[src/rtl/pq_pkg.sv]
package pq_pkg;

   typedef enum logic [0:0] {
      PQ_IDLE  = 1'b0,
      PQ_SHIFT = 1'b1
   } pq_state_e;

   // Largest magnitude of the scale for a posit of width pw and exponent size es.
   function automatic int pq_max_scale(input int pw, input int es);
      return (pw - 2) << es;
   endfunction

   // Bit width of a signed scale value able to hold +/- pq_max_scale.
   function automatic int pq_scale_width(input int pw, input int es);
      return $clog2(pw << es) + 2;
   endfunction

endpackage

[src/rtl/pq_posit_decode.sv]
module pq_posit_decode #(
   parameter int PW = 16,
   parameter int ES = 1,
   parameter int SW = 7,
   parameter int FW = PW - 1 - ES
) (
   input  logic [PW-1:0]        posit,
   output logic                 is_zero,
   output logic                 is_nar,
   output logic signed [SW-1:0] scale,
   output logic [FW-1:0]        frac
);
   localparam int KW = $clog2(PW) + 1;

   logic [PW-2:0] body;
   logic [PW-2:0] rest;
   logic [KW-1:0] run_len;
   logic          lead;
   logic          in_run;
   logic [SW-1:0] regime;
   logic [SW-1:0] exp_ext;

   assign is_zero = (posit == '0);
   assign is_nar  = (posit == {1'b1, {(PW-1){1'b0}}});

   always_comb begin
      body    = posit[PW-1] ? (~posit[PW-2:0] + (PW-1)'(1)) : posit[PW-2:0];
      lead    = body[PW-2];
      run_len = '0;
      in_run  = 1'b1;
      for (int i = PW - 2; i >= 0; i--) begin
         if (in_run && (body[i] == lead)) run_len = run_len + KW'(1);
         else                             in_run  = 1'b0;
      end
      // drop the run and its terminating bit; missing bits shift in as zero
      rest   = body << (run_len + KW'(1));
      regime = lead ? (SW'(run_len) - SW'(1)) : (SW'(0) - SW'(run_len));
   end

   generate
      if (ES > 0) begin : g_exp
         assign exp_ext = SW'(rest[PW-2 -: ES]);
         assign frac    = rest[PW-2-ES:0];
      end else begin : g_noexp
         assign exp_ext = '0;
         assign frac    = rest;
      end
   endgenerate

   assign scale = $signed((regime << ES) + exp_ext);

endmodule

[src/rtl/pq_step_shifter.sv]
module pq_step_shifter #(
   parameter int QW   = 256,
   parameter int STEP = 8,
   parameter int AW   = $clog2(STEP + 1)
) (
   input  logic          clk,
   input  logic          rst,
   input  logic          load,
   input  logic [QW-1:0] load_val,
   input  logic          en,
   input  logic          left,
   input  logic [AW-1:0] amt,
   output logic [QW-1:0] sr
);
   logic [QW-1:0] cand_l [STEP+1];
   logic [QW-1:0] cand_r [STEP+1];

   generate
      for (genvar j = 0; j <= STEP; j++) begin : g_cand
         assign cand_l[j] = sr << j;
         assign cand_r[j] = sr >> j;
      end
   endgenerate

   always_ff @(posedge clk) begin
      if (rst)       sr <= '0;
      else if (load) sr <= load_val;
      else if (en)   sr <= left ? cand_l[amt] : cand_r[amt];
   end

   // a single clock never moves the value by more than STEP places
   a_r5_step_bound: assert property (@(posedge clk) disable iff (rst)
      en |-> ((amt != '0) && (int'(amt) <= STEP)));

endmodule

[src/rtl/pq_seq.sv]
module pq_seq #(
   parameter int SW   = 7,
   parameter int STEP = 8,
   parameter int AW   = $clog2(STEP + 1)
) (
   input  logic                 clk,
   input  logic                 rst,
   input  logic                 start,
   input  logic                 special,
   input  logic signed [SW-1:0] scale,
   output logic                 load,
   output logic                 en,
   output logic                 left,
   output logic [AW-1:0]        amt,
   output logic                 finish,
   output logic                 busy
);
   import pq_pkg::*;

   pq_state_e     state;
   logic [SW-1:0] remain;
   logic [SW-1:0] mag;

   assign mag    = scale[SW-1] ? (SW'(0) - SW'(scale)) : SW'(scale);
   assign busy   = (state == PQ_SHIFT);
   assign load   = (state == PQ_IDLE) && start;
   assign finish = busy && (remain == '0);
   assign en     = busy && (remain != '0);
   assign amt    = (remain > SW'(STEP)) ? AW'(STEP) : AW'(remain);

   always_ff @(posedge clk) begin
      if (rst) begin
         state  <= PQ_IDLE;
         remain <= '0;
         left   <= 1'b0;
      end else if (load) begin
         state  <= PQ_SHIFT;
         remain <= special ? '0 : mag;
         left   <= ~scale[SW-1];
      end else if (finish) begin
         state  <= PQ_IDLE;
      end else if (en) begin
         remain <= remain - SW'(amt);
      end
   end

   // a start pulse during a conversion does not end or restart it
   a_r7_start_ignored: assert property (@(posedge clk) disable iff (rst)
      (busy && start && !finish) |=> busy);

   // the shift phase always ends in exactly one finish cycle
   a_r6_finish_leaves: assert property (@(posedge clk) disable iff (rst)
      finish |=> !busy);

endmodule

[src/rtl/posit_quire_conv.sv]
module posit_quire_conv #(
   parameter int PW   = 16,
   parameter int ES   = 1,
   parameter int QW   = 16 * PW,
   parameter int STEP = 8
) (
   input  logic          clk,
   input  logic          rst,
   input  logic          start,
   input  logic [PW-1:0] posit_in,
   output logic          busy,
   output logic          done,
   output logic [QW-1:0] quire_out,
   output logic          nar_out
);
   import pq_pkg::*;

   localparam int SW   = pq_scale_width(PW, ES);
   localparam int FW   = PW - 1 - ES;
   localparam int QF   = QW / 2;
   localparam int MAXS = pq_max_scale(PW, ES);
   localparam int AW   = $clog2(STEP + 1);

   generate
      if (PW < ES + 4)       begin : g_bad_pw   $error("posit width too small for ES"); end
      if (STEP < 1)          begin : g_bad_step $error("STEP must be at least 1"); end
      if (QF < FW + MAXS)    begin : g_bad_lo   $error("quire too narrow below the point"); end
      if (QF + MAXS >= QW-1) begin : g_bad_hi   $error("quire too narrow above the point"); end
   endgenerate

   logic                 is_zero, is_nar, special;
   logic signed [SW-1:0] scale;
   logic [FW-1:0]        frac;
   logic                 load, en, left, finish;
   logic [AW-1:0]        amt;
   logic [QW-1:0]        centred, sr;
   logic                 neg_q, nar_q;

   pq_posit_decode #(.PW(PW), .ES(ES), .SW(SW), .FW(FW)) u_dec (
      .posit(posit_in), .is_zero(is_zero), .is_nar(is_nar),
      .scale(scale), .frac(frac));

   assign special = is_zero | is_nar;
   assign centred = special ? '0 : (QW'({1'b1, frac}) << (QF - FW));

   pq_seq #(.SW(SW), .STEP(STEP), .AW(AW)) u_seq (
      .clk(clk), .rst(rst), .start(start), .special(special), .scale(scale),
      .load(load), .en(en), .left(left), .amt(amt), .finish(finish), .busy(busy));

   pq_step_shifter #(.QW(QW), .STEP(STEP), .AW(AW)) u_shf (
      .clk(clk), .rst(rst), .load(load), .load_val(centred),
      .en(en), .left(left), .amt(amt), .sr(sr));

   always_ff @(posedge clk) begin
      if (rst) begin
         done      <= 1'b0;
         quire_out <= '0;
         nar_out   <= 1'b0;
         neg_q     <= 1'b0;
         nar_q     <= 1'b0;
      end else begin
         done <= finish;
         if (load) begin
            neg_q <= posit_in[PW-1];
            nar_q <= is_nar;
         end
         if (finish) begin
            quire_out <= neg_q ? (~sr + QW'(1)) : sr;
            nar_out   <= nar_q;
         end
      end
   end

   // done lasts one clock
   a_r6_done_pulse: assert property (@(posedge clk) disable iff (rst)
      done |=> !done);

   // done and busy are never high together
   a_r6_done_not_busy: assert property (@(posedge clk) disable iff (rst)
      done |-> !busy);

   // result holds outside the done cycle
   a_r8_hold: assert property (@(posedge clk) disable iff (rst)
      !done |-> ($stable(quire_out) && $stable(nar_out)));

   // a not-a-real result carries a zero quire
   a_r2_nar_zero: assert property (@(posedge clk) disable iff (rst)
      nar_out |-> (quire_out == '0));

endmodule

[config.mk]
export PLATFORM = sky130hd
export DESIGN_NAME = posit_quire_conv
export DESIGN_NICKNAME = d
export VERILOG_FILES = /design/src/rtl/pq_pkg.sv /design/src/rtl/pq_posit_decode.sv /design/src/rtl/pq_step_shifter.sv /design/src/rtl/pq_seq.sv /design/src/rtl/posit_quire_conv.sv
export SDC_FILE = /design/constraint.sdc
export NUM_CORES = 2
export LEC_CHECK = 0
export CAP_MARGIN = 10
export CORE_UTILIZATION = 45
export DETAILED_ROUTE_END_ITERATION = 10
export PLACE_DENSITY_LB_ADDON = 0.05
export SLEW_MARGIN = 30
export SYNTH_ARGS = -nofsm -noshare
export SYNTH_HDL_FRONTEND = slang
export SYNTH_SLANG_ARGS = --single-unit
[constraint.sdc]
create_clock -name clk -period 19 [get_ports clk]
set_clock_uncertainty 0.1 [all_clocks]
set_input_delay 3.8 -clock clk [delete_from_list [all_inputs] [get_ports clk]]
set_output_delay 3.8 -clock clk [all_outputs]
set_load 0.1 [all_outputs]
### Word-level counts from Yosys, hierarchy flattened

Index checks and enable logic that the tools add are counted.

* equal/unequal tests: 16
* bitwise logic cells: 6
* reductions and logical operators: 22
* add/subtract/negate cells: 21
* muxes and demuxes: 48
* shifts and indexed selects: 1
* magnitude comparators: 2

Operators with widths (number)
* 256-bit binary-select mux with 4-bit select: 2
* 256-bit two-way mux: 8
* 256-bit by 1-bit adder with 256-bit output (second input constant): 1
* 256-bit inverter: 1
* 129-bit two-way mux: 1
* 5-bit by 1-bit adder with 5-bit output (second input constant): 14
* 5-bit two-way mux: 13
* 7-bit two-way mux: 5
* 16-bit == test (second input constant): 1
* 1-bit logical AND: 16
* 16-bit logical NOT: 1
* 15-bit by 1-bit adder with 15-bit output (second input constant): 1
* 1-bit two-way mux: 15
* 15-bit two-way mux: 1
* 15-bit inverter: 1
* 15-bit by 5-bit left shift with 15-bit output: 1
* 1-bit == test: 14
* 7-bit by 1-bit adder with 7-bit output: 1
* 7-bit by 4-bit > comparator with 1-bit output (second input constant): 1
* 7-bit logical NOT: 1
* 7-bit nonzero test: 1
* 1-bit by 7-bit subtractor with 7-bit output (first input constant): 1
* 7-bit by 4-bit subtractor with 7-bit output: 1
* 6-bit two-way mux: 1
* 11 further kinds: 13

* input bits: 19
* register bits after elaboration: 525
* output and inout port bits: 259
* word-level logic and storage cells: 125

### Logic depth before layout (Yosys ltp)

* depth in word-level cells: 38
* gate-level depth with buffers: 51
* gate-level depth less buffers: 47

### Modules after synthesis

Synthesis repeated with hierarchy kept, for this count alone.

* cells, all modules: 6861
* area total of the unflattened synthesis: 53359.9 sq um

By module, submodules not included
* pq_step_shifter: area each 32478.6 sq um, seq. area each 5124.9 sq um, instances 1, cells an instance 4093
* posit_quire_conv: area each 16833.6 sq um, seq. area each 5205.0 sq um, instances 1, cells an instance 2227
* pq_posit_decode: area each 3299.4 sq um, seq. area each 0.0 sq um, instances 1, cells an instance 447
* pq_seq: area each 748.2 sq um, seq. area each 180.2 sq um, instances 1, cells an instance 94

### Least setup slack after synthesis

No wires, ideal clock.

* path type: input to register
* from: in posit_in[3]
* to: reg u_shf.sr[127]
* data required time: 18.768 ns
* stages on the path: 46
* setup time: 0.132 ns
* setup slack: 5.691 ns
* buffers on the path: 6
* arrival: 13.077 ns
* path through: buf_2 -> or4_4 -> buf_6 -> nor4_1 -> o21a_1 -> buf_2 -> buf_1 -> nor2_1 -> a22oi_1 -> inv_1 -> ha_1 -> inv_1 -> a21oi_1 -> ha_1 -> a21o_1 -> ha_1 -> nor3_1 -> nor2_1 -> (+10 left out) -> a221o_1 -> nand2_1 -> nand2_1 -> ha_1 -> mux2_2 -> ha_1 -> o211ai_1 -> o211ai_1 -> inv_1 -> ha_1 -> clkbuf_1 -> clkbuf_1 -> nor2_1 -> mux2_1 -> a21oi_1 -> nor2_1 -> nor4_1 -> nor3_1

* longest elaborated chain between the ends: 35
* elaborated cells on any way between the ends: 77
* those cells by class: 15 x add/sub; 15 x eq/ne; 1 x shift; 30 x mux; 2 x bitwise; 14 x reduce/logical

RTL lines
* from (decl): RTL line posit_quire_conv.sv:10 `input logic [PW-1:0] posit_in,`
* 15-bit inverter: RTL line pq_posit_decode.sv:27 `body = posit[PW-1] ? (~posit[PW-2:0] + (PW-1)'(1)) : posit[PW-2:0];`
* 15-bit by 1-bit adder with 15-bit output: RTL line pq_posit_decode.sv:27
* 15-bit two-way mux: RTL line pq_posit_decode.sv:27
* 1-bit == test: RTL line pq_posit_decode.sv:32 `if (in_run && (body[i] == lead)) run_len = run_len + KW'(1);`
* 2-bit two-way mux / 1-bit two-way mux (equally long branches): RTL line pq_posit_decode.sv:32
* 5-bit by 1-bit adder with 5-bit output / 1-bit logical AND (equally long branches): RTL line pq_posit_decode.sv:32
* 5-bit two-way mux / 1-bit two-way mux (equally long branches): RTL line pq_posit_decode.sv:32
* 5-bit by 1-bit adder with 5-bit output / 1-bit logical AND (equally long branches): RTL line pq_posit_decode.sv:32
* (+19 left out)
* 5-bit by 1-bit adder with 5-bit output / 1-bit logical AND (equally long branches): RTL line pq_posit_decode.sv:32
* 5-bit two-way mux / 1-bit two-way mux (equally long branches): RTL line pq_posit_decode.sv:32
* 5-bit by 1-bit adder with 5-bit output / 1-bit logical AND (equally long branches): RTL line pq_posit_decode.sv:32
* 5-bit two-way mux: RTL line pq_posit_decode.sv:32
* 5-bit by 1-bit adder with 5-bit output: RTL line pq_posit_decode.sv:36 `rest = body << (run_len + KW'(1));`
* 15-bit by 5-bit left shift with 15-bit output: RTL line pq_posit_decode.sv:36
* 129-bit two-way mux *: RTL line posit_quire_conv.sv:44 `assign centred = special ? '0 : (QW'({1'b1, frac}) << (QF - FW));`
* 256-bit two-way mux *: RTL line pq_step_shifter.sv:27 `else if (load) sr <= load_val;`
* to (signal assigned): RTL line pq_step_shifter.sv:27
* to (signal assigned): RTL line pq_step_shifter.sv:28 `else if (en) sr <= left ? cand_l[amt] : cand_r[amt];`
* to (decl): RTL line pq_step_shifter.sv:13 `output logic [QW-1:0] sr`

Every way passes the cells marked *; elsewhere a longest branch is shown, timed or not.
A chain may end at the register's enable or synchronous reset.

### Worst setup path after layout

* from: in posit_in[2]
* to: reg u_seq.remain[2]

* longest elaborated chain between the ends: 38
* elaborated cells on any way between the ends: 83
* those cells by class: 19 x add/sub; 15 x eq/ne; 1 x shift; 32 x mux; 2 x bitwise; 14 x reduce/logical

RTL lines
* 15-bit inverter: RTL line pq_posit_decode.sv:27
* 15-bit by 1-bit adder with 15-bit output: RTL line pq_posit_decode.sv:27
* 15-bit two-way mux: RTL line pq_posit_decode.sv:27
* 1-bit == test: RTL line pq_posit_decode.sv:32
* 2-bit two-way mux / 1-bit two-way mux (equally long branches): RTL line pq_posit_decode.sv:32
* 5-bit by 1-bit adder with 5-bit output / 1-bit logical AND (equally long branches): RTL line pq_posit_decode.sv:32
* 5-bit two-way mux / 1-bit two-way mux (equally long branches): RTL line pq_posit_decode.sv:32
* 5-bit by 1-bit adder with 5-bit output / 1-bit logical AND (equally long branches): RTL line pq_posit_decode.sv:32
* (+22 left out)
* 5-bit two-way mux: RTL line pq_posit_decode.sv:32
* 5-bit by 1-bit adder with 5-bit output, or another cell as far along: RTL line pq_posit_decode.sv:36
* 15-bit by 5-bit left shift with 15-bit output / 6-bit two-way mux (equally long branches): RTL line pq_posit_decode.sv:36, pq_posit_decode.sv:37
* 7-bit by 1-bit adder with 7-bit output: RTL line pq_posit_decode.sv:50 `assign scale = $signed((regime << ES) + exp_ext);`
* 1-bit by 7-bit subtractor with 7-bit output: RTL line pq_seq.sv:24 `assign mag = scale[SW-1] ? (SW'(0) - SW'(scale)) : SW'(scale);`
* 7-bit two-way mux: RTL line pq_seq.sv:24
* 7-bit two-way mux *: RTL line pq_seq.sv:38 `remain <= special ? '0 : mag;`
* 7-bit two-way mux *: RTL line pq_seq.sv:36 `end else if (load) begin`
* to (signal assigned): RTL line pq_seq.sv:38
* to (signal assigned): RTL line pq_seq.sv:43 `remain <= remain - SW'(amt);`
* to (decl): RTL line pq_seq.sv:21 `logic [SW-1:0] remain;`

Marked as above.

==> flow_metrics.env <==
export IMPL_arrival_ns=14.79
export IMPL_post_route_drc_count=0
export IMPL_path_clk_slew_ns=0.06
export IMPL_ys_ff_latch=525
export IMPL_postCtsSetupBuffers=0
export IMPL_r2r_cells=16
export IMPL_outcome="finished, final reports clean"
export IMPL_ant_nets=0
export IMPL_clk_path_buf_depth=3
export IMPL_synth_top_area_cell="dfxtp_1"
export IMPL_power_switching_mw=4.382
export IMPL_r2r_end="quire_out[243]"
export IMPL_fp_dieH_um=331.0
export IMPL_antenna_cells=0
export IMPL_fillers=10990
export IMPL_setup_violations=0
export IMPL_hp_class="flip-flop to flip-flop"
export IMPL_crit_path_top_delay_cell="ha_1"
export IMPL_gr_total_overflow=0
export IMPL_antenna_found_initial=4
export IMPL_drt_wl_total_um=190600
export IMPL_endpoint_kind="flip-flop"
export IMPL_power_density_mw_per_mm2=149.8
export IMPL_p_sw_share_pct=54.45
export IMPL_clock_latency_ns=0.67
export IMPL_synthesis_nets=6917
export IMPL_leakage_nw=18.87
export IMPL_worstHoldStart="quire_out[142]"
export IMPL_wl_per_cell_um=23.79
export IMPL_core_mm2=0.1072
export IMPL_cts_hold_buf=0
export IMPL_core_rowCount=120
export IMPL_crit_required_ns=19.40
export IMPL_synth_top_area_share_pct=21.58
export IMPL_avgViaCountPerCell=6.321
export IMPL_max_cap_violations=0
export IMPL_worst_slew_pin_slew_ns=1.148
export IMPL_hold_path_cell_count=2
export IMPL_timing_final_crit_share_pct=75.72
export IMPL_grt_pass1_wl_um=289900
export IMPL_dr_first_iter_drc_count=5227
export IMPL_startpoint_type="primary input"
export IMPL_whs_ns=0.3530
export IMPL_pwr_share_seq_pct=18.7
export IMPL_setup_tns_ns=0
export IMPL_synth_area_top_cells="dfxtp_1 22%, mux2i_1 20%, nor2_1 8.2%"
export IMPL_final_cell_area_mm2=0.05374
export IMPL_synthesis_area_mm2=0.04870
export IMPL_grt_max_degree=157
export IMPL_clock_sinks=525
export IMPL_final_util_pct=50.13
export IMPL_final_layout_size_suffix_gt1_share_pct=4.901
export IMPL_ys_flop_type="dfxtp_1"
export IMPL_first_global_vias=47320
export IMPL_ys_seq_area_share_pct=21.58
export IMPL_ff2ff_setup_slack_ns=11.59
export IMPL_numCtsBuffers=69
export IMPL_rsz0062_at_grt="no"
export IMPL_fmax_ghz=0.06951
export IMPL_cts_tree="done"
export IMPL_slew_viol_final=0
export IMPL_dieArea_mm2=0.1095
export IMPL_comb_power_share_pct=63.9
export IMPL_grt_usage_pct=33.57
export IMPL_layout_setup_ws_ns=4.614
export IMPL_firstDrtPassIters=6
export IMPL_initial_core_util_pct=45.43
export IMPL_slew_headroom_pct=22.98
export IMPL_gp_congestion=0.9646
export IMPL_internal_power_mw=3.666
export IMPL_final_common_cell="nor2_1"
export IMPL_r2r_start="u_shf.sr[58]"
export IMPL_netlist_cell_type_count=87
export IMPL_final_cell_mix="1,059 x nor2_1, 954 x mux2i_1, 697 x o21ai_0, 591 x a21oi_1, 522 x dfxtp_1"
export IMPL_dpl_worst_slack_ns=4.007
export IMPL_crit_type="primary input to flip-flop"
export IMPL_synth_cells=6883
export IMPL_die_w_um=331.0
export IMPL_cp_max_fo=24
export IMPL_pwr_share_clk_pct=17.3
export IMPL_yosys_warnings=0
export IMPL_portBuffers=277
export IMPL_hold_viol_final=0
export IMPL_min_period_ns=14.39
export IMPL_num_vias=50650
export IMPL_hold_end="quire_out[142]"
export IMPL_nNetsFinal=6588
export IMPL_synth_async_reset_ratio_pct=0
export IMPL_irDropWorstVdd_mv=0.1328
export IMPL_num_io_pins=278
export IMPL_clockRootBuffer="clkbuf_16"
export IMPL_place_area_mm2=0.05116
export IMPL_synth_edf_count=0
export IMPL_syn_avg_cell_area_um2=7.076
export IMPL_dp_hpwl_um=137700
export IMPL_crit_top_cell="ha_1"
export IMPL_areaGrowthSynthToFinish_pct=10.34
export IMPL_max_stage_delay_ns=0.88
export IMPL_post_cts_resized=0
export IMPL_htree_levels=3
## power groups by stage
stage	Combinational, mW	Sequential [mW]	Clock, mW
floorplan	3.17	1.97	0
global placement	5.03	1.52	0
detailed placement	5.03	1.52	0
CTS	5.05	1.50	1.43
global route	5.52	1.53	1.47
finish	5.15	1.51	1.39
## worst max-delay path: cells and delay by family
family	cells	cell delay (ns)
adders and majority gates	11	3.89
buffers and inverters	4	1.06
AOI/OAI and AO/OA	12	2.31
xor gates and xnor gates	1	0.15
and+or+nand+nor	12	2.24
muxes	5	1.28
## cell type report
| type | count | area (um^2) | share of cell area, % |
|---|---|---|---|
| sequential | 525 | 10520 | 19.58 |
| multi-input combinational | 5530 | 35130 | 65.37 |
| clock buffer | 92 | 1967 | 3.660 |
| timing repair buffer | 400 | 3849 | 7.162 |
| tap | 1403 | 1755 | 3.267 |
| clock inverter | 36 | 410.4 | 0.7637 |
| inverter | 28 | 105.1 | 0.1956 |
## flip-flops by register name, indices dropped and copies added, names as in the netlist
register,flops
quire_out,256
u_seq.busy,1
u_seq.remain,7
nar_q,1
done,1
u_seq.left,1
u_shf.sr,256
nar_out,1
neg_q,1
## cell usage after synthesis (9+ instances only)
library cell	count
nor2_1	1060
mux2i_1	954
o21ai_0	697
clkbuf_1	683
a21oi_1	591
dfxtp_1	525
a211oi_1	460
nand2_1	337
nand2b_1	263
xor2_1	233
a31oi_1	209
buf_1	94
nor3_1	78
nand3_1	69
o31ai_1	64
or3_1	51
xnor2_1	51
nor4_1	49
o41ai_1	48
or4_1	47
o22ai_1	32
inv_1	27
o211ai_1	23
or2_2	19
nor2b_1	17
nand4_1	16
and3_1	15
ha_1	15
and2_1	13
clkbuf_2	9
o21bai_1	9
## through the flow
stage	instances	total power [mW]
floorplan	6883	5.140
global placement	7879	6.550
detailed placement	7880	6.549
CTS	8008	7.971
global route	8014	8.516
finish	8014	8.048
## worst max-delay path by stage
stage | from | to | slack, ns | cells after the start
2_1_floorplan | posit_in[3] | u_shf.sr[127] | 5.69 | 46
3_3_place_gp | posit_in[2] | u_seq.remain[2] | 4.10 | 43
3_5_place_dp | posit_in[2] | u_seq.remain[2] | 4.01 | 45
4_1_cts | posit_in[2] | u_seq.remain[2] | 4.68 | 45
5_1_grt | posit_in[2] | u_seq.remain[2] | 3.94 | 45
6_report | posit_in[2] | u_seq.remain[2] | 4.61 | 45
## cells by family (layout without fill, tap and decap cells)
| logic type | Yosys count | after routing | synth area share [%] |
|---|---|---|---|
| compound gates | 2198 | 2198 | 26.95 |
| simple gates | 2058 | 2058 | 19.16 |
| mux | 966 | 966 | 19.99 |
| buf+inv | 828 | 556 | 6.507 |
| flops | 525 | 525 | 21.58 |
| xor+xnor | 290 | 290 | 5.377 |
| fa+ha+maj | 17 | 17 | 0.4265 |
| other cells | 1 | 1 | 0.007700 |
## metal layers
layer	global-route usage, %	part of all wire, %
met1	42.44	42
met2	55.24	46
met3	5.411	6.4
met4	16.61	5.5
met5	0	0.019
Power figures use the tool's default switching activity.
